[src/rtl/ref_timer_pkg.sv]
// Shared definitions for the reference-match timer: register addresses,
// control and event field positions, and the tick-source encoding.
package ref_timer_pkg;

    typedef enum logic [2:0] {
        A_CTRL  = 3'd0,
        A_REFV  = 3'd1,
        A_CAPT  = 3'd2,
        A_COUNT = 3'd3,
        A_EVENT = 3'd4
    } reg_addr_e;

    localparam int unsigned B_EN      = 0;
    localparam int unsigned B_SRC_LO  = 1;
    localparam int unsigned B_WRAP    = 3;
    localparam int unsigned B_IRQ_EN  = 4;
    localparam int unsigned B_DIV_LO  = 8;
    localparam int unsigned B_EV_REF  = 1;

    typedef enum logic [1:0] {
        SRC_NONE0 = 2'd0,
        SRC_SYS   = 2'd1,
        SRC_SYS16 = 2'd2,
        SRC_NONE3 = 2'd3
    } tick_src_e;

endpackage

[src/rtl/rt_prescaler.sv]
// Two-stage tick generator. An optional fixed divide-by-2**SUB_W stage
// feeds a programmable divider of (div+1). Assumes div and use_sub change
// only together with a restart, so a phase is never cut short by a new limit.
module rt_prescaler #(
    parameter int unsigned DIV_W = 8,
    parameter int unsigned SUB_W = 4
) (
    input  logic             clk,
    input  logic             rst_n,
    input  logic             run,
    input  logic             restart,
    input  logic             use_sub,
    input  logic [DIV_W-1:0] div,
    output logic             tick
);
    localparam logic [SUB_W-1:0] SUB_LAST = {SUB_W{1'b1}};

    logic [SUB_W-1:0] sub_q;
    logic [DIV_W-1:0] div_q;
    logic             sub_ok;

    assign sub_ok = !use_sub || (sub_q == SUB_LAST);
    assign tick   = run && !restart && sub_ok && (div_q == div);

    // Fixed sub-divider: free-running while the timer runs.
    always_ff @(posedge clk) begin
        if (!rst_n || !run || restart) begin
            sub_q <= '0;
        end else begin
            sub_q <= sub_q + 1'b1;
        end
    end

    // Programmable divider: steps on each sub-divider terminal cycle.
    always_ff @(posedge clk) begin
        if (!rst_n || !run || restart) begin
            div_q <= '0;
        end else if (sub_ok) begin
            div_q <= (div_q == div) ? '0 : div_q + 1'b1;
        end
    end

endmodule

[src/rtl/rt_counter.sv]
// Timer count register with load, restart, and optional return-to-zero
// after the reference value. Flags a match when a tick makes the count
// equal to the reference.
module rt_counter #(
    parameter int unsigned W = 16
) (
    input  logic         clk,
    input  logic         rst_n,
    input  logic         en,
    input  logic         clear,
    input  logic         load,
    input  logic [W-1:0] load_val,
    input  logic         tick,
    input  logic         wrap_en,
    input  logic [W-1:0] ref_val,
    output logic [W-1:0] cnt_q,
    output logic         match
);
    logic [W-1:0] nxt;

    assign nxt   = (wrap_en && (cnt_q == ref_val)) ? '0 : cnt_q + 1'b1;
    assign match = en && !clear && !load && tick && (nxt == ref_val);

    // Count update in priority order: disable, restart, load, tick.
    always_ff @(posedge clk) begin
        if (!rst_n || !en || clear) begin
            cnt_q <= '0;
        end else if (load) begin
            cnt_q <= load_val;
        end else if (tick) begin
            cnt_q <= nxt;
        end
    end

endmodule

[src/rtl/rt_events.sv]
// Sticky reference-match flag. Write-one clears it, and a set in the same
// cycle takes precedence over the clear.
module rt_events (
    input  logic clk,
    input  logic rst_n,
    input  logic set_ref,
    input  logic clr_ref,
    output logic ref_q
);
    // Flag update: set dominates clear.
    always_ff @(posedge clk) begin
        if (!rst_n) begin
            ref_q <= 1'b0;
        end else begin
            ref_q <= (ref_q && !clr_ref) || set_ref;
        end
    end

endmodule

[src/rtl/ref_timer.sv]
// Prescaled 16-bit up-counter with reference match and interrupt.
// Holds the control and reference registers, decodes writes, muxes reads.
// Assumes B_DIV_LO + DIV_W <= DATA_W.
module ref_timer
    import ref_timer_pkg::*;
#(
    parameter int unsigned DATA_W = 16,
    parameter int unsigned DIV_W  = 8,
    parameter int unsigned SUB_W  = 4
) (
    input  logic              clk,
    input  logic              rst_n,
    input  logic              wr_en,
    input  logic [2:0]        addr,
    input  logic [DATA_W-1:0] wdata,
    output logic [DATA_W-1:0] rdata,
    output logic              irq
);
    logic [DATA_W-1:0] mode_q;
    logic [DATA_W-1:0] ref_q;
    logic [DATA_W-1:0] cnt_q;
    logic              evt_ref;
    logic              tick;
    logic              match_pulse;
    logic              wr_ctrl, wr_refv, wr_count, wr_event;
    logic              restart, run;
    tick_src_e         src;

    assign wr_ctrl  = wr_en && (addr == A_CTRL);
    assign wr_refv  = wr_en && (addr == A_REFV);
    assign wr_count = wr_en && (addr == A_COUNT);
    assign wr_event = wr_en && (addr == A_EVENT);
    assign restart  = wr_ctrl || wr_refv;
    assign src      = tick_src_e'(mode_q[B_SRC_LO +: 2]);
    assign run      = mode_q[B_EN] && ((src == SRC_SYS) || (src == SRC_SYS16));

    // Control register: takes every control write.
    always_ff @(posedge clk) begin
        if (!rst_n) begin
            mode_q <= '0;
        end else if (wr_ctrl) begin
            mode_q <= wdata;
        end
    end

    // Reference register: cleared when the timer is switched off.
    always_ff @(posedge clk) begin
        if (!rst_n) begin
            ref_q <= '0;
        end else if (wr_ctrl && mode_q[B_EN] && !wdata[B_EN]) begin
            ref_q <= '0;
        end else if (wr_refv) begin
            ref_q <= wdata;
        end
    end

    rt_prescaler #(.DIV_W(DIV_W), .SUB_W(SUB_W)) u_psc (
        .clk     (clk),
        .rst_n   (rst_n),
        .run     (run),
        .restart (restart),
        .use_sub (src == SRC_SYS16),
        .div     (mode_q[B_DIV_LO +: DIV_W]),
        .tick    (tick)
    );

    rt_counter #(.W(DATA_W)) u_cnt (
        .clk      (clk),
        .rst_n    (rst_n),
        .en       (mode_q[B_EN]),
        .clear    (restart),
        .load     (wr_count),
        .load_val (wdata),
        .tick     (tick),
        .wrap_en  (mode_q[B_WRAP]),
        .ref_val  (ref_q),
        .cnt_q    (cnt_q),
        .match    (match_pulse)
    );

    rt_events u_evt (
        .clk     (clk),
        .rst_n   (rst_n),
        .set_ref (match_pulse),
        .clr_ref (wr_event && wdata[B_EV_REF]),
        .ref_q   (evt_ref)
    );

    // Read mux: unmapped and capture addresses return zero.
    always_comb begin
        rdata = '0;
        case (addr)
            A_CTRL:  rdata = mode_q;
            A_REFV:  rdata = ref_q;
            A_COUNT: rdata = cnt_q;
            A_EVENT: rdata[B_EV_REF] = evt_ref;
            default: rdata = '0;
        endcase
    end

    assign irq = mode_q[B_IRQ_EN] && evt_ref;

endmodule

[config.mk]
export PLATFORM = sky130hd
export DESIGN_NAME = ref_timer
export DESIGN_NICKNAME = d
export VERILOG_FILES = /design/src/rtl/ref_timer_pkg.sv /design/src/rtl/rt_prescaler.sv /design/src/rtl/rt_counter.sv /design/src/rtl/rt_events.sv /design/src/rtl/ref_timer.sv
export SDC_FILE = /design/constraint.sdc
export NUM_CORES = 1
export LEC_CHECK = 0
export BUFFER_PORTS_ARGS = -buffer_cell sky130_fd_sc_hd__buf_2
export CORE_MARGIN = 3
export CORE_UTILIZATION = 39
export CTS_CLUSTER_DIAMETER = 80
export DETAILED_ROUTE_END_ITERATION = 16
export SLEW_MARGIN = 0
export SYNTH_ARGS = -nofsm -noshare
export SYNTH_HDL_FRONTEND = slang
export SYNTH_SLANG_ARGS = --single-unit
export TNS_END_PERCENT = 1
[constraint.sdc]
create_clock -name clk -period 5.86 [get_ports clk]
set_input_delay 0.293 -clock clk [delete_from_list [all_inputs] [get_ports clk]]
set_output_delay 0.293 -clock clk [all_outputs]
set_load 0.01 [all_outputs]
# Word-level counts from Yosys, hierarchy flattened

Cells that the tools add are included.

Add/sub/neg operators: 3
Multiply operators: 0
Div/mod/pow operators: 0
Order comparisons: 0
Eq/ne operators: 9
Shift operators: 0
Multiplexer cells: 7
Bitwise operators: 1
Reductions and logical operators: 37

Operator list:

| operator                                                        | number |
|---|---|
| 16-bit 2-to-1 mux                                               | 3 |
| 14-bit one-hot mux with 3 select lines                          | 1 |
| 16-bit == test                                                  | 2 |
| 1-bit logical AND                                               | 18 |
| 16-bit by 1-bit adder with 16-bit output, second input constant | 1 |
| 8-bit by 1-bit adder with 8-bit output, second input constant   | 1 |
| 8-bit == test                                                   | 1 |
| 1-bit logical NOT                                               | 8 |
| 1-bit logical OR                                                | 8 |
| 8-bit 2-to-1 mux                                                | 1 |
| 4-bit by 1-bit adder with 4-bit output, second input constant   | 1 |
| 4-bit == test, second input constant                            | 1 |
| 1-bit one-hot mux with 4 select lines                           | 1 |
| 3-bit by 1-bit == test with 1-bit output, second input constant | 1 |
| 3-bit by 2-bit == test with 1-bit output, second input constant | 1 |
| 3-bit == test, second input constant                            | 1 |
| 3-bit logical NOT                                               | 1 |
| 1-bit one-hot mux with 3 select lines                           | 1 |
| 2-bit by 1-bit == test with 1-bit output, second input constant | 1 |
| 2-bit == test, second input constant                            | 1 |
| 2-bit nonzero test                                              | 1 |
| 2-bit OR reduction                                              | 1 |
| 1-bit NOT                                                       | 1 |

Flip-flop bits (word level): 61
Latch bits: 0
RAM bits: 0
Memory bits (read-only): 0
Output and inout port bits: 17
Logic and storage cells: 63
Memories: 0

# Longest topological paths before layout

Gate-level depths: netlist (run 1).

Depth in word-level cells: 10
Gate-level depth with buffers: 10
Depth with buffers taken out: 9

# Modules after synthesis

A second synthesis (run 1) with hierarchy kept.

Cell total of the unflattened synthesis: 541
Area total of the unflattened synthesis: 4146.5 um2

Modules (own cells, without submodules):

| module       | instances | cells each | area an instance (um2) | sequential area each (um2) |
|---|---|---|---|---|
| rt_counter   | 1         | 244        | 1766.7                 | 320.3 |
| ref_timer    | 1         | 224        | 1725.4                 | 640.6 |
| rt_prescaler | 1         | 70         | 613.1                  | 240.2 |
| rt_events    | 1         | 3          | 41.3                   | 20.0 |

# Worst setup path after synthesis (run 1)

No wires, ideal clock.

Kind: register to register
Start: register u_cnt.cnt_q[1]
End: register u_evt.ref_q
Library setup time: 84 ps
Arrival time: 2161 ps
Setup slack: 3615 ps
Cell stages (with the launch flop): 10
Path buffers: 1
Period minus slack after synthesis: 2245 ps
Cell sequence: dfxtp_1 -> ha_1 -> nand3_1 -> or4_1 -> buf_2 -> xnor2_1 -> nand4b_1 -> a31oi_1 -> mux2i_1 -> o31ai_2

Longest elaborated chain between the ends: 6
Elaborated cells between the ends (all ways): 7

Ends and longest elaborated chain:

| item                                                                             | line             | RTL |
|---|---|---|
| start: declaration                                                               | rt_counter.sv:16 | `output logic [W-1:0] cnt_q,` |
| start signal: assignment                                                         | rt_counter.sv:29 | `cnt_q <= load_val;` |
| start signal: assignment                                                         | rt_counter.sv:31 | `cnt_q <= nxt;` |
| branches (longest 2 deep; another with 16-bit by 1-bit adder with 16-bit output) | -                |  |
| 16-bit 2-to-1 mux (*)                                                            | rt_counter.sv:21 | `assign nxt = (wrap_en && (cnt_q == ref_val)) ? '0 : cnt_q + 1'b1;` |
| 16-bit == test (*)                                                               | rt_counter.sv:22 | `assign match = en && !clear && !load && tick && (nxt == ref_val);` |
| 1-bit logical AND (*)                                                            | rt_counter.sv:22 |  |
| 1-bit logical OR (*)                                                             | rt_events.sv:15  | `ref_q <= (ref_q && !clr_ref) \|\| set_ref;` |
| end signal: assignment                                                           | rt_events.sv:15  |  |
| end: declaration                                                                 | rt_events.sv:8   | `output logic ref_q` |

Mark *: on every way between the ends.
A chain may end at the register's enable or synchronous reset.

# Worst setup path after layout (run 1)

Start: register u_cnt.cnt_q[0]
End: register u_evt.ref_q

The elaborated chain is that of the path after synthesis.

==> results of run 1 <==
-- where the power goes --
part / switching [uW] / total [uW] / internal (uW)
Combinational: 47.5 / 72.8 / 25.2
Sequential: 7.06 / 426 / 419
Clock: 190 / 387 / 197
-- metrics by stage --
step / hold WS, ps / utilization, % / area, um2
floorplan: 417.6 / - / 3901
global placement: 428.9 / 43.52 / 4116
detailed placement: 436.8 / 43.52 / 4116
CTS: 196.5 / 45.63 / 4317
global route: 199.0 / 45.63 / 4317
finish: 203.7 / 45.63 / 4317
-- path summary, 6_finish.rpt --
kind / start / to
max: u_cnt.cnt_q[0] / u_evt.ref_q
min: wdata[6] / ref_q[6]
max reg2reg: u_cnt.cnt_q[0] / u_evt.ref_q
min reg2reg: u_psc.sub_q[0] / u_psc.sub_q[0]
-- metal layers --
layer / global-route usage (%) / part of all wire (%) / vias to the layer above
li1: - / - / 1840
met4: 7.401 / 2.1 / 0
met3: 4.129 / 6.4 / 22
met5: 0 / 0 / -
met1: 29.82 / 46 / 1837
met2: 35.11 / 45 / 129
-- state kept, by name (all words and copies together) (netlist names) --
| name | cells |
|---|---|
| ref_q | 16 |
| u_psc.sub_q | 4 |
| u_cnt.cnt_q | 16 |
| mode_q | 16 |
| u_evt.ref_q | 1 |
| u_psc.div_q | 8 |
-- logic make-up (layout without fill, tap and decap cells) --
group	after synthesis	count (layout)
simple gates	234	234
compound gates	114	114
flops	61	61
xor+xnor	46	46
buf+inv	41	63
mux	18	18
fa+ha+maj	4	4
-- critical path, stage by stage, from the launching register on --
cell	delay [ps]
dfxtp_1	520
ha_1	310
nand3_1	240
or4_1	670
xnor2_1	210
nand4b_1	130
a31oi_1	200
mux2i_1	110
o31ai_2	270
-- area by class of cell --
| cell class | count | area, um2 |
|---|---|---|
| Sequential cell | 61 | 1221 |
| Tap cell | 129 | 161.4 |
| Fill cell | 1017 | 5142 |
| Clock buffer | 9 | 123.9 |
| Timing Repair Buffer | 41 | 212.7 |
| Inverter | 6 | 22.52 |
| Clock inverter | 7 | 76.32 |
| Multi-Input combinational cell | 416 | 2499 |
-- synth_stat cells (all sizes together) (4+ instances only) --
cell    count
a21boi     16
a21oi      39
a311oi      7
a31oi      10
and3        5
buf        15
clkbuf     20
dfxtp      61
ha          4
inv         6
mux2i      18
nand2      87
nand2b      4
nand3      16
nand3b      8
nand4       9
nor2       70
nor3        8
nor4        7
o21ai      23
xnor2      32
xor2       14
==> flow_metrics.tcl, run 1 <==
set metrics [dict create \
    status "finished, final reports clean" \
    final_common_cell "nand2_1" \
    pwr_density_cell_mw_per_mm2 205.3 \
    layout.cells.non_filler 669 \
    dpl.hpwl_mm 8.649 \
    clock_path_buffers 2 \
    layout.cells.most_common_list "nand2_1, nor2_1, dfxtp_1" \
    synthXorXnorAreaFrac_pct 10.33 \
    synth-compound-area-share_pct 18.38 \
    ys_types 58 \
    synth.area.top_cells "dfxtp_1, nand2_1, xnor2_1, nor2_1, a21oi_1" \
    timing.final.ws_setup_ps 3115 \
    synth_area_mm2 0.003901 \
    synth-adder-area-share_pct 1.283 \
    synthSimpleGateAreaFrac_pct 29.19 \
    clk_latency_ps 350 \
    numPortBuffers 38 \
    initial_core_util_pct 41.24 \
    clk_pin_slew_ps 80 \
    cts_tree "yes" \
    ys_ff_latch 61 \
    diodes 0 \
    critPathLaunchType "flip-flop" \
    cts_root_buf "clkbuf_8" \
    hold_buffers 0 \
    ff2ff_path_depth 8 \
    power_uw 886.2 \
    setup_tns_ps 0 \
    cts_max_level 3 \
    pre_cts_slack_ps 3150 \
    synth-main-ff-cell "dfxtp_1" \
    crit_type "reg -> reg" \
    critical_path_required_ps 6120 \
    synth_top_family_by_area "simple AND/OR/NAND/NOR gates" \
    grt_setup_unrepaired "false" \
    min_path_type "in -> reg" \
    synthArstFlopShare_pct 0 \
    drc 0 \
    clock_skew_ps 10.07 \
    vias_per_cell 5.722 \
    vias 3828 \
    yosysWarnings 0 \
    tightestPinTransition_ps 1186 \
    power.leakage_uw 0.001485 \
    final_nets 561 \
    dr.first_iter.drc_count 217 \
    grt_overflow 0 \
    syn-instance-count 518 \
    synth_fp_nets 544 \
    cts_resized 0 \
    io_pins 39 \
    slew_viol_final 0 \
    crit_fanout 10 \
    syn_area_per_cell_um2 7.531 \
    fmax_ghz 0.3643 \
    min_period_ps 2745 \
    drt_wl_total_mm 12.06 \
    grt_pass1_vias 3711 \
    hold_viol 0 \
    synth_top_area_share_pct 31.30 \
    maxCapViolations 0 \
    area_growth_pct 10.65 \
    slew_headroom_pct 20.60 \
    grt_pass1_wl_mm 19.75 \
    post-cts-setup-buffer-count 0 \
    wl_per_cell_um 18.02 \
    rows 35 \
    gp_congestion 0.9528 \
    post-route-period-util_pct 46.84 \
    muxShareOfSynthArea_pct 4.618 \
    grt_max_degree 35 \
    yosys.area.top_type "dfxtp_1" \
    cts.sinks 61 \
    r2r_slack_ps 3120 \
    drtAntennaViolNets 0 \
    cp.arrival_ps 3010 \
    hold_depth 3 \
    setup-violations-final 0 \
    drive_gt1_share_pct 13.33 \
    synth-edff-count 0 \
    die_area_mm2 0.01124 \
    irDropWorstVdd_mv 0.1218 \
    tritoncts.num_buffers 9 \
    gr-usage-all-layers_pct 21.99 \
    fp.dieH_um 106.0 \
    ys_seq_area_share_pct 31.30 \
    dp.cells 653 \
    die_w_um 106.0 \
    coreArea_mm2 0.009459 \
    antenna_found_initial 0 \
    first_pass_iters 5 \
    endpoint_kind "flip-flop" \
]
Note: power is estimated with default switching activity, not from simulation.
==> inputs of run 2 (changes only) <==
==> constraint.sdc (replaced) <==
create_clock -name clk -period 2.45 [get_ports clk]
set_input_delay 0.1225 -clock clk [delete_from_list [all_inputs] [get_ports clk]]
set_output_delay 0.1225 -clock clk [all_outputs]
set_load 0.01 [all_outputs]
==> run 2 against run 1 <==
  * Combinational power grew to 2.7 times the previous value
  * Worst hold slack worse by 160 ps
  * Die area stayed put
  * Sequential share of layout area is 2.1 points lower
  * Critical path depth stayed put
  * First-iteration DRC count is 6.0% higher
  * Critical endpoint is now u_cnt.cnt_q[15]
  * Largest cell class unchanged
  * Largest power group unchanged
==> flow_metrics.tcl, run 2 (synthesis gave the netlist of run 1 again) <==
set metrics [dict create \
    status "finished, final reports clean" \
    tightestPinTransition_ps 759.3 \
    combPwrFrac_pct 8.8 \
    maxCapViolations 0 \
    pre_cts_slack_ps -57.20 \
    wl_per_cell_um 17.67 \
    p_int_uw 1648 \
    crit_type "reg -> reg" \
    vias_per_cell 5.660 \
    antenna_found_initial 0 \
    p_seq_share_pct 46.4 \
    setup_tns_ps 0 \
    grt_use_met3_pct 3.400 \
    post-route-period-util_pct 96.21 \
    hold_viol 0 \
    min_period_ps 2357 \
    gp_congestion 0.9228 \
    dr.first_iter.drc_count 230 \
    r2r_slack_ps 90 \
    drc 0 \
    cp_slowest_cell "or4b_2" \
    cts_root_buf "clkbuf_8" \
    drt_wl_total_mm 12.62 \
    hold_buffers 0 \
    crit_fanout 6 \
    worst-path-buf-inv 2 \
    fmax_ghz 0.4242 \
    die_area_mm2 0.01124 \
    crit_family "simple AND/OR/NAND/NOR gates" \
    setup-violations-final 0 \
    first_pass_iters 5 \
    critical_path_required_ps 2700 \
    numPortBuffers 38 \
    fill_cells 984 \
    worst_path_most_repeated_cell "buf_4" \
    die_w_um 106.0 \
    switchingPower_uw 537.3 \
    ff2ff_path_depth 8 \
    cts_max_level 3 \
    grt_pass1_vias 3900 \
    use_met2_pct 38.30 \
    clock_skew_ps 8.248 \
    cts.sinks 61 \
    path_cells "xor2_1, nor4_2, nand4_1, nor4_4, buf_4, buf_4, or4b_2, a311oi_1" \
    cp.arrival_ps 2600 \
    drtAntennaViolNets 0 \
    crit_path_end "u_cnt.cnt_q[15]" \
    pwr_density_cell_mw_per_mm2 466.3 \
    slew_viol_final 0 \
    diodes 0 \
    fin_area_mm2 0.004686 \
    gr-usage-all-layers_pct 22.91 \
    area_growth_pct 20.11 \
    cts_tree "yes" \
    irDropWorstVdd_mv 0.2594 \
    timing.rr.end "u_cnt.cnt_q[15]" \
    grt_setup_unrepaired "true" \
    layout.cells.most_common_list "nand2_1, nor2_1, dfxtp_1" \
    cp.depth 8 \
    clockPowerShare_pct 44.8 \
    power.leakage_uw 0.001744 \
    placed_cell_area_mm2 0.004424 \
    critPathLaunch "u_cnt.cnt_q[9]" \
    grt_max_degree 34 \
    rows 35 \
    final_common_cell "nand2_1" \
    vias 4041 \
    globalRouteMet1Util_pct 30.35 \
    dpl.hpwl_mm 9.389 \
    grt_busiest_layer "met2" \
    r2r_start "u_cnt.cnt_q[9]" \
    clk_pin_slew_ps 70 \
    clk_latency_ps 340 \
    critPathLaunchType "flip-flop" \
    initial_core_util_pct 41.24 \
    io_pins 39 \
    min_path_type "in -> reg" \
    coreArea_mm2 0.009459 \
    slew_headroom_pct 48.74 \
    switching_share_pct 24.59 \
    tritoncts.num_buffers 9 \
    fp.dieH_um 106.0 \
    slowest_delay_ps 620 \
    drive_gt1_share_pct 20.51 \
    top_regs "mode_q x16, ref_q x16, u_cnt.cnt_q x16" \
    final_nets 606 \
    clock_path_buffers 2 \
    timing.final.ws_setup_ps 92.80 \
    endpoint_kind "flip-flop" \
    grt_overflow 0 \
    grt_pass1_wl_mm 20.54 \
]
## run 2: changes by cell type in the layout (fill, tap and decap cells not counted), sizes merged
cell	change
bufinv	+1
buf	+45
clkinvlp	-1
clkbuf	+3
clkinv	-3
## run 2: final cells by class
type | count | area, um2 | share of cell area, %
clock buffers | 12 | 135.1 | 2.884
multi-input cells | 416 | 2519 | 53.75
clock inverters | 4 | 72.57 | 1.549
repair buffers | 86 | 550.5 | 11.75
inverters | 6 | 22.52 | 0.4806
well taps | 129 | 161.4 | 3.445
flip-flops and latches | 61 | 1225 | 26.14
## run 2: power groups by stage
stage | clock network (uW) | registers (uW) | logic, uW
after floorplan | 0 | 1040 | 109
after global placement | 0 | 1040 | 187
after detailed placement | 0 | 1040 | 189
after CTS | 997 | 1010 | 191
after global routing | 1040 | 1020 | 210
final | 978 | 1010 | 193
## run 2: what timing repair did
item	4_1_cts	5_1_grt
pin swaps	1	2
setup endpoints to repair	7	16
gates resized for setup	0	9
setup buffers	0	4
## run 2: metal layers
layer  share of wire, %  wire length (um)  up-vias
met5                  0                 0        -
met4                1.7               212        0
met3                6.6               838       21
met2                 47              5940      163
met1                 45              5624     1924
li1                   -                 -     1933
## run 2: through the flow
step	power, uW	hold WS, ps	cells	util [%]
after floorplan	1144	258.5	518	-
after global placement	1224	392.9	694	46.77
after detailed placement	1226	402.0	694	46.77
after CTS	2202	39.14	710	48.97
after global routing	2265	44.32	714	49.54
final	2185	46.63	714	49.54
## run 2: worst reg2reg max path: cells and delay by family, from the launching register on
family                 cells  cell delay [ps]
AND/OR/NAND/NOR            4             1000
AO/OA/AOI/OAI              1              270
XOR/XNOR                   1              270
buffers and inverters      2              290
flip-flops                 1              430
## run 2: worst min-delay path by stage
stage	cells after the start	end	start
after floorplan	2	ref_q[15]	wdata[15]
after global placement	3	ref_q[8]	wdata[8]
after detailed placement	3	ref_q[2]	wdata[2]
after CTS	3	ref_q[3]	wdata[3]
after global routing	3	ref_q[3]	wdata[3]
final	3	ref_q[15]	wdata[15]
==> inputs of run 3 (changes only) <==
--- a/config.mk
+++ b/config.mk
@@ -8,6 +8,7 @@
 export BUFFER_PORTS_ARGS = -buffer_cell sky130_fd_sc_hd__buf_2
 export CORE_MARGIN = 3
 export CORE_UTILIZATION = 39
+export CTS_BUF_LIST = sky130_fd_sc_hd__clkbuf_8
 export CTS_CLUSTER_DIAMETER = 80
 export DETAILED_ROUTE_END_ITERATION = 16
 export SLEW_MARGIN = 0
==> run 3 against run 2 <==
  * Register-to-register slack lost 30 ps
  * Design area unchanged
  * First-iteration DRC count increased by 0.87%
  * Wire length about the same
  * Power down 0.50%
  * Via count shrank 0.47%
  * Die area is the same
  * Count of clock-buffer cells in the layout fell by 3
  * Final cell count stayed put
  * Largest cell class unchanged
==> flow_metrics.tcl, run 3 (synthesis gave the netlist of run 1 again) <==
set metrics [dict create \
    drive_gt1_share_pct 20.51 \
    setup_tns_ps 0 \
    drc 0 \
    crit_fanout 5 \
    gr-usage-all-layers_pct 22.91 \
    pwr_density_cell_mw_per_mm2 464.0 \
    slew_viol_final 0 \
    post-route-period-util_pct 97.29 \
    maxCapViolations 0 \
    endpoint_kind "flip-flop" \
    gp_congestion 0.9228 \
    area_growth_pct 20.11 \
    dp.cells 694 \
    grt_pass1_vias 3900 \
    clk_latency_ps 340 \
    wl_per_cell_um 17.67 \
    final_util_pct 49.54 \
    critical_path_required_ps 2700 \
    die_w_um 106.0 \
    layout.cells.most_common_list "nand2_1, nor2_1, dfxtp_1" \
    io_pins 39 \
    vias 4022 \
    cp.arrival_ps 2640 \
    grt_setup_unrepaired "true" \
    critPathLaunchType "flip-flop" \
    slew_headroom_pct 48.74 \
    numPortBuffers 38 \
    grt_pass1_wl_mm 20.54 \
    tightestPinTransition_ps 759.3 \
    vias_per_cell 5.633 \
    diodes 0 \
    grt_overflow 0 \
    top_regs "mode_q x16, ref_q x16, u_cnt.cnt_q x16" \
    die_area_mm2 0.01124 \
    initial_core_util_pct 41.24 \
    tritoncts.num_buffers 9 \
    dr.first_iter.drc_count 232 \
    coreArea_mm2 0.009459 \
    cts_tree "yes" \
    final_common_cell "nand2_1" \
    grt_max_degree 34 \
    hold_viol 0 \
    fp.dieH_um 106.0 \
    final_nets 606 \
    fill_cells 984 \
    antenna_found_initial 0 \
    min_path_type "in -> reg" \
    setup-violations-final 0 \
    rows 35 \
    status "finished, final reports clean" \
    drt_wl_total_mm 12.62 \
    cts.sinks 61 \
    drtAntennaViolNets 0 \
    layout.cells.non_filler 714 \
    crit_type "reg -> reg" \
    fmax_ghz 0.4195 \
    dpl.hpwl_mm 9.389 \
    clk_pin_slew_ps 70 \
    irDropWorstVdd_mv 0.2599 \
    clock_skew_ps 8.262 \
    first_pass_iters 5 \
    cts_root_buf "clkbuf_8" \
    power.leakage_uw 0.001757 \
    min_period_ps 2384 \
    clock_path_buffers 2 \
    cts_max_level 3 \
]
-- run 3: cell types whose count changed in the layout (fill, tap and decap cells not counted) --
cell      change
clkbuf_1      -3
inv_1         +3
-- run 3: routing by layer --
metal,up-vias,track usage (%),wire (um)
li1,1935,-,-
met1,1919,30.35,5654
met2,151,38.30,5966
met3,17,3.400,800
met4,0,7.308,195
met5,-,0,0
-- run 3: final cells by class --
cell class              instances  area, um2  area share [%]
well taps                     129      161.4           3.445
flip-flops and latches         61       1225           26.14
multi-input cells             416       2519           53.75
clock inverters                 7      83.83           1.789
repair buffers                 86      550.5           11.75
clock buffers                   9      123.9           2.644
inverters                       6      22.52          0.4806
-- run 3: power breakdown --
group / total, uW / internal, uW / leakage [uW] / switching [uW]
Clock: 967 / 560 / 0.000113 / 407
Combinational: 193 / 72.6 / 0.00115 / 120
Sequential: 1010 / 1000 / 0.000494 / 12.3
Total: 2170 / 1640 / 0.00176 / 539
-- run 3: final timing paths --
| path | from | endpoint | slack [ps] | cells after the start |
|---|---|---|---|---|
| hold / removal | wdata[15] | ref_q[15] | 50 | 3 |
| hold reg to reg | u_psc.sub_q[0] | u_psc.sub_q[0] | 450 | 1 |
| setup / recovery | u_cnt.cnt_q[9] | u_evt.ref_q | 70 | 8 |
| setup reg to reg | u_cnt.cnt_q[9] | u_evt.ref_q | 70 | 8 |
-- run 3: metrics by stage --
step	total power (uW)	instance area, um2	hold WS [ps]	setup slack [ps]
floorplan	1144	3901	258.5	204.8
global placement	1224	4424	392.9	-69.75
detailed placement	1226	4424	402.0	-57.20
CTS	2190	4632	38.65	1.572
global route	2254	4686	44.14	-33.06
finish	2174	4686	46.95	66.41
-- run 3: critical path: stages (launching register included) --
cell	delay (ps)
dfxtp_1	430
buf_4	170
nand4_1	260
or4_4	540
xnor2_1	150
nand4b_1	110
a31oi_1	270
mux2i_1	130
o31ai_2	250
-- run 3: what timing repair did --
action                     in CTS  in global routing
hold endpoints to repair        0                  0
pin swaps                       1                  2
buffers inserted                0                  4
hold buffers                    0                  0
setup endpoints to repair       7                 16
gates resized for setup         0                  9
